--- config.mk ---
export PLATFORM = sky130hd
export DESIGN_NAME = asram_ctrl
export DESIGN_NICKNAME = d
export VERILOG_FILES = /design/src/rtl/asram_pkg.sv /design/src/rtl/asram_phase_timer.sv /design/src/rtl/asram_lane_ctrl.sv /design/src/rtl/asram_seq.sv /design/src/rtl/asram_ctrl.sv
export SDC_FILE = /design/constraint.sdc
export NUM_CORES = 1
export LEC_CHECK = 0
export BUFFER_PORTS_ARGS = -buffer_cell sky130_fd_sc_hd__buf_2
export CORE_ASPECT_RATIO = 1.2
export CORE_MARGIN = 1.5
export CORE_UTILIZATION = 50
export DETAILED_ROUTE_END_ITERATION = 10
export GPL_TIMING_DRIVEN = 0
export PLACE_DENSITY = 0.82
export SETUP_SLACK_MARGIN = 0.02
export SLEW_MARGIN = 5
export SYNTH_ARGS = -nofsm -noshare
export SYNTH_HDL_FRONTEND = slang
export SYNTH_HIERARCHICAL = 1
export SYNTH_SLANG_ARGS = --single-unit
export TNS_END_PERCENT = 50
--- constraint.sdc ---
create_clock -name clk -period 3 [get_ports clk]
set_input_delay 0.6 -clock clk [delete_from_list [all_inputs] [get_ports clk]]
set_output_delay 0.6 -clock clk [all_outputs]
set_load 0.05 [all_outputs]
--- src/rtl/asram_pkg.sv ---
`timescale 1ns/1ps
package asram_pkg;

  typedef enum logic [2:0] {
    ST_IDLE,
    ST_WSET,
    ST_WSTB,
    ST_WEND,
    ST_REL,
    ST_RACC
  } seq_state_e;

  typedef struct packed {
    logic ce_n;
    logic oe_n;
    logic we_n;
    logic dq_oe;
    logic lane_en;
  } ctl_t;

  function automatic int unsigned ps_to_cyc(input int unsigned t_ps, input int unsigned clk_ps);
    int unsigned c;
    c = (t_ps + clk_ps - 1) / clk_ps;
    return (c < 1) ? 1 : c;
  endfunction

  function automatic int unsigned umax(input int unsigned a, input int unsigned b);
    return (a > b) ? a : b;
  endfunction

  function automatic ctl_t decode_ctl(input seq_state_e st);
    ctl_t c;
    c = '{ce_n: 1'b1, oe_n: 1'b1, we_n: 1'b1, dq_oe: 1'b0, lane_en: 1'b0};
    case (st)
      ST_WSET: begin c.ce_n = 1'b0; c.we_n = 1'b0; end
      ST_WSTB: begin c.ce_n = 1'b0; c.we_n = 1'b0; c.dq_oe = 1'b1; c.lane_en = 1'b1; end
      ST_WEND: begin c.ce_n = 1'b0; c.we_n = 1'b0; c.dq_oe = 1'b1; end
      ST_RACC: begin c.ce_n = 1'b0; c.oe_n = 1'b0; c.lane_en = 1'b1; end
      default: ;
    endcase
    return c;
  endfunction

endpackage

--- src/rtl/asram_phase_timer.sv ---
`timescale 1ns/1ps
module asram_phase_timer #(
  parameter int CW = 4
) (
  input  logic          clk,
  input  logic          rst,
  input  logic          load,
  input  logic [CW-1:0] load_val,
  output logic          done
);
  logic [CW-1:0] cnt_q;

  always_ff @(posedge clk) begin
    if (rst)              cnt_q <= '0;
    else if (load)        cnt_q <= load_val - 1'b1;
    else if (cnt_q != '0) cnt_q <= cnt_q - 1'b1;
  end

  assign done = (cnt_q == '0);
endmodule

--- src/rtl/asram_lane_ctrl.sv ---
`timescale 1ns/1ps
module asram_lane_ctrl #(
  parameter int LANES = 2
) (
  input  logic               clk,
  input  logic               rst,
  input  logic               en_d,
  input  logic [LANES-1:0]   mask_d,
  input  logic               capture,
  input  logic [LANES-1:0]   cap_mask,
  input  logic [8*LANES-1:0] dq_in,
  output logic [LANES-1:0]   stb_n,
  output logic [8*LANES-1:0] rdata
);
  for (genvar g = 0; g < LANES; g++) begin : g_lane
    always_ff @(posedge clk) begin
      if (rst) stb_n[g] <= 1'b1;
      else     stb_n[g] <= ~(en_d & mask_d[g]);
    end

    always_ff @(posedge clk) begin
      if (rst)
        rdata[8*g +: 8] <= '0;
      else if (capture)
        rdata[8*g +: 8] <= cap_mask[g] ? dq_in[8*g +: 8] : 8'h00;
    end
  end
endmodule

--- src/rtl/asram_seq.sv ---
`timescale 1ns/1ps
module asram_seq
  import asram_pkg::*;
#(
  parameter int ADDR_W   = 18,
  parameter int DATA_W   = 16,
  parameter int LANES    = 2,
  parameter int CW       = 4,
  parameter int AS_CYC   = 1,
  parameter int WP_CYC   = 1,
  parameter int RD_CYC   = 1,
  parameter int TURN_CYC = 1
) (
  input  logic              clk,
  input  logic              rst,
  input  logic              req_valid,
  output logic              req_ready,
  input  logic              req_write,
  input  logic [ADDR_W-1:0] req_addr,
  input  logic [DATA_W-1:0] req_wdata,
  input  logic [LANES-1:0]  req_mask,
  output logic [ADDR_W-1:0] mem_addr,
  output logic [DATA_W-1:0] mem_wdata,
  output logic              mem_ce_n,
  output logic              mem_oe_n,
  output logic              mem_we_n,
  output logic              mem_dq_oe,
  output logic              lane_en_d,
  output logic [LANES-1:0]  mask_d,
  output logic [LANES-1:0]  mask_q,
  output logic              capture,
  output logic              rsp_valid
);
  seq_state_e        state_q, state_d;
  logic              pend_q, pend_d;
  logic              accept;
  logic              tmr_load, tmr_done;
  logic [CW-1:0]     tmr_val;
  logic [ADDR_W-1:0] addr_q;
  logic [DATA_W-1:0] wdata_q;
  ctl_t              ctl_d;

  assign req_ready = (state_q == ST_IDLE) || (state_q == ST_WEND);
  assign accept    = req_valid && req_ready;
  assign capture   = (state_q == ST_RACC) && tmr_done;
  assign mask_d    = accept ? req_mask : mask_q;

  always_comb begin
    state_d  = state_q;
    pend_d   = pend_q;
    tmr_load = 1'b0;
    tmr_val  = CW'(1);
    case (state_q)
      ST_IDLE: if (accept) begin
        tmr_load = 1'b1;
        if (req_write) begin state_d = ST_WSET; tmr_val = CW'(AS_CYC); end
        else           begin state_d = ST_RACC; tmr_val = CW'(RD_CYC); end
      end
      ST_WSET: if (tmr_done) begin
        state_d = ST_WSTB; tmr_load = 1'b1; tmr_val = CW'(WP_CYC);
      end
      ST_WSTB: if (tmr_done) state_d = ST_WEND;
      ST_WEND: begin
        tmr_load = 1'b1;
        if (accept && req_write) begin
          state_d = ST_WSET; tmr_val = CW'(AS_CYC);
        end else begin
          state_d = ST_REL; tmr_val = CW'(TURN_CYC);
          pend_d  = accept;
        end
      end
      ST_REL: if (tmr_done) begin
        if (pend_q) begin
          state_d = ST_RACC; pend_d = 1'b0; tmr_load = 1'b1; tmr_val = CW'(RD_CYC);
        end else begin
          state_d = ST_IDLE;
        end
      end
      ST_RACC: if (tmr_done) begin
        state_d = ST_REL; tmr_load = 1'b1; tmr_val = CW'(TURN_CYC);
      end
      default: state_d = ST_IDLE;
    endcase
  end

  assign ctl_d     = decode_ctl(state_d);
  assign lane_en_d = ctl_d.lane_en;

  asram_phase_timer #(.CW(CW)) u_tmr (
    .clk      (clk),
    .rst      (rst),
    .load     (tmr_load),
    .load_val (tmr_val),
    .done     (tmr_done)
  );

  always_ff @(posedge clk) begin
    if (rst) begin
      state_q   <= ST_IDLE;
      pend_q    <= 1'b0;
      addr_q    <= '0;
      wdata_q   <= '0;
      mask_q    <= '0;
      mem_ce_n  <= 1'b1;
      mem_oe_n  <= 1'b1;
      mem_we_n  <= 1'b1;
      mem_dq_oe <= 1'b0;
      rsp_valid <= 1'b0;
    end else begin
      state_q   <= state_d;
      pend_q    <= pend_d;
      if (accept) begin
        addr_q  <= req_addr;
        wdata_q <= req_wdata;
      end
      mask_q    <= mask_d;
      mem_ce_n  <= ctl_d.ce_n;
      mem_oe_n  <= ctl_d.oe_n;
      mem_we_n  <= ctl_d.we_n;
      mem_dq_oe <= ctl_d.dq_oe;
      rsp_valid <= capture;
    end
  end

  assign mem_addr  = addr_q;
  assign mem_wdata = wdata_q;
endmodule

--- src/rtl/asram_ctrl.sv ---
`timescale 1ns/1ps
module asram_ctrl
  import asram_pkg::*;
#(
  parameter int ADDR_W     = 18,
  parameter int CLK_PS     = 10000,
  parameter int T_WEHZ_PS  = 5000,
  parameter int T_WP_PS    = 8000,
  parameter int T_SD_PS    = 6000,
  parameter int T_WC_PS    = 10000,
  parameter int T_RD_PS    = 10000,
  parameter int T_HZ_PS    = 4000
) (
  input  logic              clk,
  input  logic              rst,
  input  logic              req_valid,
  output logic              req_ready,
  input  logic              req_write,
  input  logic [ADDR_W-1:0] req_addr,
  input  logic [15:0]       req_wdata,
  input  logic [1:0]        req_mask,
  output logic              rsp_valid,
  output logic [15:0]       rsp_rdata,
  output logic [ADDR_W-1:0] mem_addr,
  output logic              mem_ce_n,
  output logic              mem_oe_n,
  output logic              mem_we_n,
  output logic              mem_ub_n,
  output logic              mem_lb_n,
  output logic [15:0]       mem_dq_out,
  output logic              mem_dq_oe,
  input  logic [15:0]       mem_dq_in
);
  localparam int LANES    = 2;
  localparam int DATA_W   = 8 * LANES;
  localparam int AS_CYC   = ps_to_cyc(T_WEHZ_PS, CLK_PS);
  localparam int WC_REST  = ps_to_cyc(T_WC_PS, CLK_PS) - AS_CYC - 1;
  localparam int WP_CYC   = umax(umax(ps_to_cyc(T_WP_PS, CLK_PS), ps_to_cyc(T_SD_PS, CLK_PS)),
                                 (WC_REST < 1) ? 1 : WC_REST);
  localparam int RD_CYC   = ps_to_cyc(T_RD_PS, CLK_PS);
  localparam int TURN_CYC = ps_to_cyc(T_HZ_PS, CLK_PS);
  localparam int MAX_CYC  = umax(umax(AS_CYC, WP_CYC), umax(RD_CYC, TURN_CYC));
  localparam int CW       = $clog2(MAX_CYC + 1);

  logic              lane_en_d, capture;
  logic [LANES-1:0]  mask_d, mask_q, stb_n;

  asram_seq #(
    .ADDR_W(ADDR_W), .DATA_W(DATA_W), .LANES(LANES), .CW(CW),
    .AS_CYC(AS_CYC), .WP_CYC(WP_CYC), .RD_CYC(RD_CYC), .TURN_CYC(TURN_CYC)
  ) u_seq (
    .clk       (clk),
    .rst       (rst),
    .req_valid (req_valid),
    .req_ready (req_ready),
    .req_write (req_write),
    .req_addr  (req_addr),
    .req_wdata (req_wdata),
    .req_mask  (req_mask),
    .mem_addr  (mem_addr),
    .mem_wdata (mem_dq_out),
    .mem_ce_n  (mem_ce_n),
    .mem_oe_n  (mem_oe_n),
    .mem_we_n  (mem_we_n),
    .mem_dq_oe (mem_dq_oe),
    .lane_en_d (lane_en_d),
    .mask_d    (mask_d),
    .mask_q    (mask_q),
    .capture   (capture),
    .rsp_valid (rsp_valid)
  );

  asram_lane_ctrl #(.LANES(LANES)) u_lanes (
    .clk      (clk),
    .rst      (rst),
    .en_d     (lane_en_d),
    .mask_d   (mask_d),
    .capture  (capture),
    .cap_mask (mask_q),
    .dq_in    (mem_dq_in),
    .stb_n    (stb_n),
    .rdata    (rsp_rdata)
  );

  assign mem_lb_n = stb_n[0];
  assign mem_ub_n = stb_n[1];
endmodule

==> results by group <==
Run status
  – Status: completed

GRT
  – Largest net degree at the start of global routing: 11
  – Vias in the first global route: 2116
  – Overflow after GRT: 0
  – First-pass GRT wire length: 8832 um
  – Initial antenna violation count: 0
  – GR Util All Layers: 21.37%

Timing
  – Final hold vios: 0
  – Pins Over Slew Limit: 0
  – RSZ-0062 raised after global routing: no
  – Final period util: 66.09%
  – Setup violations, final: 0
  – Worst Skew: 0.008700 ns
  – Fin crit period: 1.983 ns
  – Setup TNS: 0 ns
  – FMAX: 504.4 MHz

Setup path
  – Crit. End Element: primary output
  – Startpoint types: flip-flop
  – Critical path type: reg -> out
  – Worst endpoint required time: 2.40 ns
  – Crit path DAT: 1.38 ns
  – CP max FO: 6

Floorplanning
  – Die Area: 5458 um^2
  – Die W: 67.70 um
  – Row count: 28
  – I/O pin cnt: 114
  – Initial Utilization: 51.57%
  – Die H: 80.63 um
  – Core area: 4870 um^2

Pwr
  – Worst VDD drop: 0.0004854 V
  – Power Density: 711.5 nW/um^2
  – Leakage power: 1.512 nW
  – Final Power: 0.002396 W

Synth
  – Ys flop type: dfxtp_1
  – Syn nets: 350
  – Synthesized area per cell: 8.541 um^2
  – Ys async rst share: 0%
  – Cell Area, Synth: 2511 um^2
  – FF+latch count, synth: 64
  – Yosys warnings: 6
  – Syn Inst Count: 294
  – Sequential share of the synthesized area: 51.02%
  – Post-synth EDFFs: 0
  – Cell variety after synth: 40

Route
  – Pre-antenna DRT Iters: 4
  – Routed Antenna Nets: 0
  – Routed WL per cell: 12.09 um
  – DRC viols: 0
  – Via density per instance: 4.990
  – Via count: 2400
  – Iteration-0 DRC Markers: 55
  – Routed wire length: 5813 um

Clocking
  – Total CTS buffers: 9
  – CTS H-tree depth: 3
  – Clk sinks: 64
  – TritonCTS clock tree: built
  – Clock slew at reported path FFs: 0.07 ns
  – Postcts setup bufs: 0
  – Clk buf depth: 2
  – Clk_lat worst skew: 0.33 ns
  – Hold_buf cts: 0
  – Post-CTS resize count: 0
  – Root buf cell: clkbuf_8

Finish
  – Area growth from synthesis to final layout: 34.08%
  – Fillers: 426
  – NumNets Final: 473
  – Most common cell after layout, fill and taps aside: buf_2
  – Fraction of layout cells with a size suffix above 1: 36.34%
  – Commonest cells after routing, fill and taps aside: buf_2, nand2_1, dfxtp_1
  – Fin cells: 481
  – N_diodes: 0

Hold path
  – Tightest Hold Check Type: reg -> reg

Place
  – Buffers on Ports: 112
  – Detailed placement HPWL: 4259 um
  – Placed insts: 466
  – Gpl congestion: 0.8108

Flow run
  – Max_cap viols: 0
==> registers in the layout (all words and copies together), names as in the netlist <==
name               cells
u_seq/state_q          3
u_seq/mem_ce_n         1
u_seq/rsp_valid        1
u_seq/mem_addr        18
u_seq/mem_we_n         1
u_seq/mem_oe_n         1
u_seq/mem_wdata       16
u_seq/u_tmr/cnt_q      1
u_seq/pend_q           1
u_seq/mem_dq_oe        1
u_lanes/rdata         16
u_lanes/stb_n          2
u_seq/mask_q           2
==> through the flow <==
step / setup WS [ns] / area [um^2] / hold WS [ns] / util [%]
6_report: 1.017 / 3367 / 0.4508 / 69.14
5_1_grt: 0.9094 / 3367 / 0.4749 / 69.14
4_1_cts: 0.9972 / 3367 / 0.4551 / 69.14
3_5_place_dp: 1.080 / 3147 / 0.4453 / 64.62
3_3_place_gp: 1.065 / 3147 / 0.4382 / 64.62
2_1_floorplan: 1.262 / 2511 / 0.5155 / -
==> routing by layer <==
metal | GRT usage, % | routed length, um | vias up
met5 | 0 | 0 | -
met4 | 11.22 | 93 | 0
met3 | 8.123 | 535 | 10
met2 | 36.08 | 2856 | 91
met1 | 22.52 | 2327 | 1085
li1 | - | - | 1214
==> cell type report <==
type / instances / area (um^2) / share of cell area (%)
inverters: 2 / 7.507 / 0.2230
clock buffers: 12 / 155.1 / 4.608
repair buffers: 112 / 560.5 / 16.65
clock inverters: 3 / 65.06 / 1.932
multi-input cells: 204 / 1082 / 32.14
flip-flops and latches: 64 / 1281 / 38.05
well taps: 60 / 75.07 / 2.230
plain buffers: 24 / 140.1 / 4.162
==> where the power goes <==
part	total, W	leakage [nW]	internal (W)	switching (W)
Combinational	0.000633	0.877	0.000191	0.000442
Sequential	0.000954	0.523	0.000921	0.0000325
Clock	0.000809	0.112	0.000508	0.000301
==> path summary, 6_finish.rpt <==
check	cells after the start	slack, ns	startpoint	endpoint
max	3	1.02	u_seq/state_q[0]	req_ready
min	2	0.45	u_seq/mem_wdata[6]	u_seq/mem_wdata[6]
max reg2reg	6	1.34	u_seq/state_q[0]	u_lanes/stb_n[1]
min reg2reg	2	0.45	u_seq/mem_wdata[6]	u_seq/mem_wdata[6]
==> synth_stat cells (3+ instances only) <==
library cell / n / area (um^2)
nor2_1: 4 / 15.01
nand2_1: 71 / 266.5
nand3_2: 4 / 40.04
clkbuf_1: 5 / 18.77
dfxtp_1: 64 / 1281
nand3b_1: 3 / 22.52
buf_2: 9 / 45.04
a21oi_1: 54 / 270.3
buf_1: 3 / 11.26
buf_6: 4 / 45.04
nand3_1: 14 / 70.07
nand2b_1: 19 / 118.9
nor2b_1: 6 / 37.54
nor3b_1: 3 / 22.52
==> worst max-delay path, stage by stage (launching register included) <==
cell and delay (ns):
dfxtp_1 0.43, xnor2_1 0.20, and2_1 0.17, buf_2 0.26
==> cells by family after synthesis <==
kind of cell    count (synthesis)  share of synthesized area (%)
flops                          64                          51.02
buf+inv                        26                          5.879
compound gates                 63                          14.00
simple gates                  137                          27.70
xor+xnor                        1                         0.3488
mux                             2                         0.8968
other cells                     1                         0.1493
Note: power is estimated with default switching activity, not from simulation.
